### config.mk
export PLATFORM = sky130hd
export DESIGN_NAME = cbr_ctrl_top
export DESIGN_NICKNAME = d
export VERILOG_FILES = /design/src/rtl/cbr_pkg.sv /design/src/rtl/cbr_lock_ctrl.sv /design/src/rtl/cbr_los_mon.sv /design/src/rtl/cbr_gate.sv /design/src/rtl/cbr_ctrl_top.sv
export SDC_FILE = /design/constraint.sdc
export NUM_CORES = 1
export LEC_CHECK = 0
export BUFFER_PORTS_ARGS = -buffer_cell sky130_fd_sc_hd__buf_2
export CORE_MARGIN = 2
export CORE_UTILIZATION = 50
export DETAILED_ROUTE_END_ITERATION = 10
export HOLD_SLACK_MARGIN = 0.1
export PLACE_DENSITY = 0.79
export SYNTH_ARGS = -nofsm -noshare
export SYNTH_HDL_FRONTEND = slang
export SYNTH_HIERARCHICAL = 1
export SYNTH_SLANG_ARGS = --single-unit
### constraint.sdc
create_clock -name clk -period 3.1 [get_ports clk]
set_input_delay 0.31 -clock clk [delete_from_list [all_inputs] [get_ports clk]]
set_output_delay 0.31 -clock clk [all_outputs]
set_load 0.005 [all_outputs]
### src/rtl/cbr_pkg.sv
package cbr_pkg;
  localparam int DW   = 8;
  localparam int AW   = 8;
  localparam int NOUT = 8;
  localparam int BCW  = 5;
  localparam int AMPW = 4;

  localparam logic [AW-1:0] A_ENABLE = 8'h00;
  localparam logic [AW-1:0] A_SBMASK = 8'h01;
  localparam logic [AW-1:0] A_OERB   = 8'h02;
  localparam logic [AW-1:0] A_SBRB   = 8'h03;
  localparam logic [AW-1:0] A_CTRL   = 8'h04;
  localparam logic [AW-1:0] A_VEND   = 8'h05;
  localparam logic [AW-1:0] A_DEV    = 8'h06;
  localparam logic [AW-1:0] A_BCNT   = 8'h07;
  localparam logic [AW-1:0] A_AMP    = 8'h08;
  localparam logic [AW-1:0] A_SLMSB  = 8'h09;
  localparam logic [AW-1:0] A_SLLSB  = 8'h0A;
  localparam logic [AW-1:0] A_PLOCK  = 8'h0B;
  localparam logic [AW-1:0] A_SLOCK  = 8'h0C;

  localparam logic [NOUT-1:0] RST_ENABLE = '1;
  localparam logic [NOUT-1:0] RST_SBMASK = '0;
  localparam logic [NOUT-1:0] RST_SLMSB  = '1;
  localparam logic [NOUT-1:0] RST_SLLSB  = '0;
  localparam logic [BCW-1:0]  RST_BCNT   = 5'd7;
  localparam logic [AMPW-1:0] RST_AMP    = 4'd6;

  typedef struct packed {
    logic aod_en;
    logic save_cfg;
    logic rx_ac;
    logic rx_term;
  } ctrl_t;

  localparam ctrl_t RST_CTRL = '{aod_en: 1'b1, save_cfg: 1'b1, rx_ac: 1'b0, rx_term: 1'b0};

  // Run decision for one output.
  function automatic logic gate_fn(input logic en, input logic oe_pin_n,
                                   input logic mask, input logic sbd,
                                   input logic auto_off);
    return en & ~oe_pin_n & (mask | ~sbd) & ~auto_off;
  endfunction

  // Swing in millivolts for a code.
  function automatic int amp_mv(input logic [AMPW-1:0] code);
    return 600 + 25 * int'(code);
  endfunction

  function automatic logic [DW-1:0] ctrl_byte(input ctrl_t c, input logic los);
    return {3'b000, ~los, c.rx_term, c.rx_ac, c.save_cfg, c.aod_en};
  endfunction
endpackage

### src/rtl/cbr_lock_ctrl.sv
module cbr_lock_ctrl
  import cbr_pkg::*;
(
  input  logic          clk,
  input  logic          rst_n,
  input  logic          wr_en,
  input  logic [AW-1:0] addr,
  input  logic          wd_bit0,
  output logic          perm_lock,
  output logic          soft_lock,
  output logic          wr_ok,
  output logic          soft_clear_hit
);
  logic lock_any;
  logic perm_set;
  logic soft_set;

  assign lock_any       = perm_lock | soft_lock;
  assign wr_ok          = wr_en & ~lock_any;
  assign soft_clear_hit = wr_en & (addr == A_SLOCK) & wd_bit0 & soft_lock;
  assign perm_set       = wr_ok & (addr == A_PLOCK) & wd_bit0;
  assign soft_set       = wr_ok & (addr == A_SLOCK) & wd_bit0;

  always_ff @(posedge clk or negedge rst_n) begin
    if (!rst_n) begin
      perm_lock <= 1'b0;
      soft_lock <= 1'b0;
    end else begin
      if (perm_set) perm_lock <= 1'b1;
      if (soft_clear_hit) soft_lock <= 1'b0;
      else if (soft_set)  soft_lock <= 1'b1;
    end
  end
endmodule

### src/rtl/cbr_los_mon.sv
module cbr_los_mon (
  input  logic clk,
  input  logic rst_n,
  input  logic los_in,
  input  logic evt_clear,
  input  logic pwr_down,
  output logic los_evt,
  output logic pd_enter
);
  logic pd_q;

  assign pd_enter = pwr_down & ~pd_q;

  always_ff @(posedge clk or negedge rst_n) begin
    if (!rst_n) begin
      los_evt <= 1'b0;
      pd_q    <= 1'b0;
    end else begin
      pd_q <= pwr_down;
      if (los_in)         los_evt <= 1'b1;
      else if (evt_clear) los_evt <= 1'b0;
    end
  end
endmodule

### src/rtl/cbr_gate.sv
module cbr_gate
  import cbr_pkg::*;
#(
  parameter int N = NOUT
) (
  input  logic [N-1:0] en,
  input  logic [N-1:0] oe_n,
  input  logic [N-1:0] mask,
  input  logic [N-1:0] sb_dis,
  input  logic         auto_off,
  output logic [N-1:0] gate
);
  for (genvar i = 0; i < N; i++) begin : g_out
    assign gate[i] = gate_fn(en[i], oe_n[i], mask[i], sb_dis[i], auto_off);
  end
endmodule

### src/rtl/cbr_ctrl_top.sv
module cbr_ctrl_top
  import cbr_pkg::*;
#(
  parameter logic [3:0]    VENDOR_CODE = 4'hA,
  parameter logic [DW-1:0] DEVICE_CODE = 8'h08
) (
  input  logic              clk,
  input  logic              rst_n,
  input  logic              wr_en,
  input  logic [AW-1:0]     addr,
  input  logic [DW-1:0]     wr_data,
  output logic [DW-1:0]     rd_data,
  input  logic [NOUT-1:0]   oe_n,
  input  logic [NOUT-1:0]   sb_dis,
  input  logic              los_in,
  input  logic              pwr_down,
  output logic [NOUT-1:0]   clk_gate,
  output logic [AMPW-1:0]   amp_code,
  output logic [2*NOUT-1:0] slew_code,
  output logic              rx_ac_cpl,
  output logic              rx_term_en
);
  logic [NOUT-1:0] en_q, mask_q, slmsb_q, sllsb_q;
  logic [BCW-1:0]  bcnt_q;
  logic [AMPW-1:0] amp_q;
  ctrl_t           ctrl_q;

  // Named internal events for the checker.
  logic perm_lock, soft_lock, wr_ok, soft_clear_hit;
  logic los_evt, pd_enter, cfg_restore, evt_clear, auto_off;

  cbr_lock_ctrl u_lock (
    .clk(clk), .rst_n(rst_n), .wr_en(wr_en), .addr(addr), .wd_bit0(wr_data[0]),
    .perm_lock(perm_lock), .soft_lock(soft_lock), .wr_ok(wr_ok),
    .soft_clear_hit(soft_clear_hit)
  );

  assign evt_clear = wr_ok & (addr == A_SLOCK) & wr_data[1];

  cbr_los_mon u_los (
    .clk(clk), .rst_n(rst_n), .los_in(los_in), .evt_clear(evt_clear),
    .pwr_down(pwr_down), .los_evt(los_evt), .pd_enter(pd_enter)
  );

  assign cfg_restore = pd_enter & ~ctrl_q.save_cfg;

  always_ff @(posedge clk or negedge rst_n) begin
    if (!rst_n) begin
      en_q <= RST_ENABLE; mask_q <= RST_SBMASK; ctrl_q <= RST_CTRL;
      bcnt_q <= RST_BCNT; amp_q <= RST_AMP;
      slmsb_q <= RST_SLMSB; sllsb_q <= RST_SLLSB;
    end else if (cfg_restore) begin
      en_q <= RST_ENABLE; mask_q <= RST_SBMASK; ctrl_q <= RST_CTRL;
      bcnt_q <= RST_BCNT; amp_q <= RST_AMP;
      slmsb_q <= RST_SLMSB; sllsb_q <= RST_SLLSB;
    end else if (wr_ok) begin
      unique case (addr)
        A_ENABLE: en_q    <= wr_data[NOUT-1:0];
        A_SBMASK: mask_q  <= wr_data[NOUT-1:0];
        A_CTRL:   ctrl_q  <= '{aod_en: wr_data[0], save_cfg: wr_data[1],
                               rx_ac: wr_data[2], rx_term: wr_data[3]};
        A_BCNT:   bcnt_q  <= wr_data[BCW-1:0];
        A_AMP:    amp_q   <= wr_data[AMPW-1:0];
        A_SLMSB:  slmsb_q <= wr_data[NOUT-1:0];
        A_SLLSB:  sllsb_q <= wr_data[NOUT-1:0];
        default: ;
      endcase
    end
  end

  assign auto_off = ctrl_q.aod_en & los_in;

  cbr_gate #(.N(NOUT)) u_gate (
    .en(en_q), .oe_n(oe_n), .mask(mask_q), .sb_dis(sb_dis),
    .auto_off(auto_off), .gate(clk_gate)
  );

  for (genvar i = 0; i < NOUT; i++) begin : g_slew
    assign slew_code[2*i +: 2] = {slmsb_q[i], sllsb_q[i]};
  end

  assign amp_code   = amp_q;
  assign rx_ac_cpl  = ctrl_q.rx_ac;
  assign rx_term_en = ctrl_q.rx_term;

  always_comb begin
    rd_data = '0;
    unique case (addr)
      A_ENABLE: rd_data = en_q;
      A_SBMASK: rd_data = mask_q;
      A_OERB:   rd_data = oe_n;
      A_SBRB:   rd_data = sb_dis;
      A_CTRL:   rd_data = ctrl_byte(ctrl_q, los_in);
      A_VEND:   rd_data = {4'h0, VENDOR_CODE};
      A_DEV:    rd_data = DEVICE_CODE;
      A_BCNT:   rd_data = {{(DW-BCW){1'b0}}, bcnt_q};
      A_AMP:    rd_data = {{(DW-AMPW){1'b0}}, amp_q};
      A_SLMSB:  rd_data = slmsb_q;
      A_SLLSB:  rd_data = sllsb_q;
      A_PLOCK:  rd_data = {7'b0, perm_lock};
      A_SLOCK:  rd_data = {6'b0, los_evt, soft_lock};
      default:  rd_data = '0;
    endcase
  end
endmodule

Yosys cells after proc, flatten, opt, wreduce, memory -nomap -nowiden
Cells that the tools add are included.

cells by class
  bitwise operators = 66
  reductions and logical operators = 18
  equal/unequal tests = 12
  muxes and demuxes = 26

operator list
  operator              number
  $pmux W8 S13          1
  $mux W8               12
  $eq A8 B4 Y1 const B  5
  $and A1 B1 Y1         36
  $eq A8 B3 Y1 const B  4
  $mux W4               6
  $not A1 Y1            21
  $reduce_bool A2 Y1    10
  $eq A8 B2 Y1 const B  2
  $mux W5               3
  $reduce_and A2 Y1     7
  $or A1 B1 Y1          9
  $eq A8 B1 Y1 const B  1
  $logic_not A8 Y1      1
  $mux W1               4

word-level totals
  output and inout port bits = 38
  flip-flop bits (word level) = 49
  logic and storage cells = 136

Longest topological paths before layout
  depth in word-level cells = 7
  mapped depth = 8

By module
Netlist, hierarchy kept.

modules (own cells, without submodules)
  module         instances  area each (um2)  cells each
  cbr_ctrl_top   1          2676.3           291
  cbr_gate       1          181.4            17
  cbr_lock_ctrl  1          143.9            13
  cbr_los_mon    1          67.6             5

Worst setup path after synthesis
OpenSTA, ideal clock, no wires.

  path kind = reg2reg
  from = register u_lock.soft_lock
  to = register u_los.los_evt
  buffers on the path = 1
  stages on the path, launching flop included = 9
  setup time = 0.118 ns
  setup slack = 1.125 ns
  data required time = 2.982 ns
  arrival = 1.857 ns
  cell sequence = dfrtp_1 nor2_1 and2_1 nor3b_1 clkbuf_1 nand2_1 nor2_1 inv_1 a21o_1

on the way
  longest elaborated chain between the ends = 6

RTL lines
  element                       line                 source
  start, declared               cbr_lock_ctrl.sv:10  output logic soft_lock,
  start signal, assigned        cbr_lock_ctrl.sv:27  soft_lock <= 1'b0;
  start signal, assigned        cbr_lock_ctrl.sv:30  if (soft_clear_hit) soft_lock <= 1'b0;
  start signal, assigned        cbr_lock_ctrl.sv:31  else if (soft_set) soft_lock <= 1'b1;
  $or A1 B1 Y1                  cbr_lock_ctrl.sv:18  assign lock_any = perm_lock | soft_lock;
  $not A1 Y1                    cbr_lock_ctrl.sv:19  assign wr_ok = wr_en & ~lock_any;
  $and A1 B1 Y1                 cbr_lock_ctrl.sv:19
  named net wr_ok               cbr_ctrl_top.sv:29   logic perm_lock, soft_lock, wr_ok, soft_clear_hit;
  $and A1 B1 Y1 (2 in series)   cbr_ctrl_top.sv:38   assign evt_clear = wr_ok & (addr == A_SLOCK) & wr_data[1];
  named net evt_clear           cbr_ctrl_top.sv:30   logic los_evt, pd_enter, cfg_restore, evt_clear, auto_off;
  $reduce_bool A2 Y1 (no line)  --
  end signal, assigned          cbr_los_mon.sv:16    los_evt <= 1'b0;
  end signal, assigned          cbr_los_mon.sv:20    if (los_in) los_evt <= 1'b1;
  end signal, assigned          cbr_los_mon.sv:21    else if (evt_clear) los_evt <= 1'b0;
  end, declared                 cbr_los_mon.sv:7     output logic los_evt,

The timed path passes the listed nets, and every way through them passes these cells.
A chain may end at the register's enable or synchronous reset.

Final worst setup path
  from = register en_q[1]
  to = output port rd_data[1]

on the way
  longest elaborated chain between the ends = 1

RTL lines
  element                 line                source
  start, declared         cbr_ctrl_top.sv:23  logic [NOUT-1:0] en_q, mask_q, slmsb_q, sllsb_q;
  start signal, assigned  cbr_ctrl_top.sv:58  A_ENABLE: en_q <= wr_data[NOUT-1:0];
  $pmux W8 S13            cbr_ctrl_top.sv:88  unique case (addr)
  end, declared           cbr_ctrl_top.sv:12  output logic [DW-1:0] rd_data,

Every way passes these cells.

==> run_results.csv <==
group,metric,value,unit
setup_path,crit_chain,"or3b_2 > a21o_1 > a21o_1 > a41oi_1 > buf_2",
outcome,status,"finished clean",
setup_path,regToRegSetupSlack,0.71,ns
place,dp_cells,457,
grt,antenna_found_initial,0,
setup_path,cp.arrival,2.08,ns
timing,slew_headroom,26.5,%
clocking,clk_latency,0.32,ns
place,port_buffers,74,
clocking,clk_pin_slew,0.10,ns
final_layout,layout.cells.non_filler,466,
floorplanning,start_util,51.7,%
setup_path,cp_data_required_time,2.79,ns
place,placed_area,3460,sq um
setup_path,cp_common_cell,"a21o_1",
final_layout,fill_cells,535,
setup_path,cp_num_buf_inv,1,
drt,avgRoutedWirePerCell,19.0,um
grt,grt_pass1_vias,2675,
drt,drtIter0Drc,370,
synthesis,synthesis.nets,362,
drt,wl,8870,um
final_layout,area_growth,16.5,%
setup_path,end_kind,"primary output",
timing,worst_pin_slew,1.10,ns
setup_path,ff2ff_path_depth,7,
place,gp_congestion,0.880,
drt,drc,0,
timing,whs,0.199,ns
pwr,total_power,1.45,mW
final_layout,drive_gt1_share,34.5,%
floorplanning,fp.coreArea,5920,sq um
final_layout,area.sequential,1250,sq um
synthesis,avgSynthCellArea,9.42,sq um
clocking,hold_buffers,1,
setup_path,reg2reg_from,"u_lock/soft_lock$_DFFE_PN0P_",
setup_path,max_stage_delay,0.55,ns
synthesis,synth_area,3060,sq um
timing,setup_violations,0,
drt,avgViaCountPerCell,6.19,
grt,grt_usage,27.0,%
clocking,clock_sinks,49,
pwr,cellPowerDensity,408,nW/um^2
min_path,hp-class,"input pin to async pin",
final_layout,antenna_cells,0,
clocking,post-cts-setup-buffers,0,
drt,num_vias,2884,
floorplanning,die_h,82.3,um
timing,min_period,2.39,ns
timing,post-route-period-util,77.2,%
floorplanning,die_w,82.3,um
drt,first_pass_iters,5,
timing,worst_slack,0.707,ns
timing,rsz0062_at_grt,"false",
drt,ant_nets,0,
timing,tns,0,ns
setup_path,cp-start-kind,"flip-flop",
setup_path,crit_fanout,3,
place,dpl_worst_slack,0.776,ns
final_layout,multiInputGateArea,1690,sq um
floorplanning,pin_count,75,
floorplanning,fp-row-count,28,
job,cap_violations,0,
synthesis,synthCells,325,
final_layout,utilization,60.2,%
place,dp_hpwl,6030,um
clocking,root_buffer,"clkbuf_8",
clocking,cts_tree,"yes",
pwr,total_leakage_power,1.75,nW
timing,fmax,418,MHz
timing,hold_viol,0,
grt,grt_max_degree,50,
clocking,cts_resized,0,
grt,grt_first_pass_wirelength,13700,um
final_layout,layout.nets,427,
clocking,cts_made_buffers,5,
clocking,cts_buffer_depth,2,
clocking,cts_htree_levels,2,
setup_path,cp_top_family,"compound AO/OA/AOI/OAI gates",
setup_path,cpMaxStageDelayCell,"dfstp_2",
grt,grt_overflow,0,
timing,slew_violations,0,
floorplanning,fp.dieArea,6770,sq um
pwr,vdd_ir_drop_max,0.314,mV
synthesis,yosys_warnings,6,
setup_path,criticalPathCategory,"flip-flop to primary output",
final_layout,design_area,3570,sq um
timing,finalClockSkew,0.0104,ns
setup_path,reg2reg_to,"en_q[7]$_DFFE_PN1P_",
cell type report:
class	count	share of cell area (%)
Sequential cell	49	35.2
Multi-Input combinational cell	250	47.4
Tap cell	75	2.63
Clock inverter	3	0.702
Timing Repair Buffer	80	11.7
Inverter	4	0.421
Clock buffer	5	1.93
worst max-delay path by stage:
stage                                       from                        end  slack (ns)  cells after the start
finish                       en_q[1]$_DFFE_PN1P_                 rd_data[1]        0.71                      5
global route        u_lock/soft_lock$_DFFE_PN0P_        en_q[1]$_DFFE_PN1P_        0.57                      7
CTS                          en_q[1]$_DFFE_PN1P_                 rd_data[1]        0.74                      5
detailed placement                       addr[5]                 rd_data[6]        0.78                      6
global placement                         addr[5]                 rd_data[6]        0.77                      6
floorplan           u_lock/soft_lock$_DFFE_PN0P_  u_los/los_evt$_DFFE_PN0P_        1.13                      8
metal layers:
metal	vias to the layer above	GRT usage (%)	share of wire (%)
met4	0	11.3	2.1
met1	1425	36.8	41
li1	1304	-	-
met3	21	5.43	7.5
met2	134	42.2	49
met5	-	0	0
layout by cell type (no fill, tap or decap), types with 4 or more instances in the layout:
cell      instances
buf_2            74
nand2_1          46
nand3_1          37
mux2i_1          31
dfrtp_1          26
dfstp_2          23
nor2_1           21
a21oi_1          16
nor2b_1          14
o21ai_0           8
nor4b_2           8
nand2b_1          5
clkbuf_8          5
buf_4             5
a22oi_1           4
inv_1             4
nor3_1            4
nand3b_1          4
power breakdown:
| part | switching, mW | total (mW) | internal (mW) |
|---|---|---|---|
| sequential | 0.0411 | 0.760 | 0.718 |
| combinational | 0.162 | 0.283 | 0.121 |
| clock | 0.247 | 0.412 | 0.165 |
flip-flops by register name, summed over array words and instances (netlist names), 2 cells and up:
register and flops:
amp_code 4, mask_q 8, ctrl_q 2, bcnt_q 5, en_q 8, sllsb_q 8
slmsb_q 8
(Power assumes the default switching activity.)
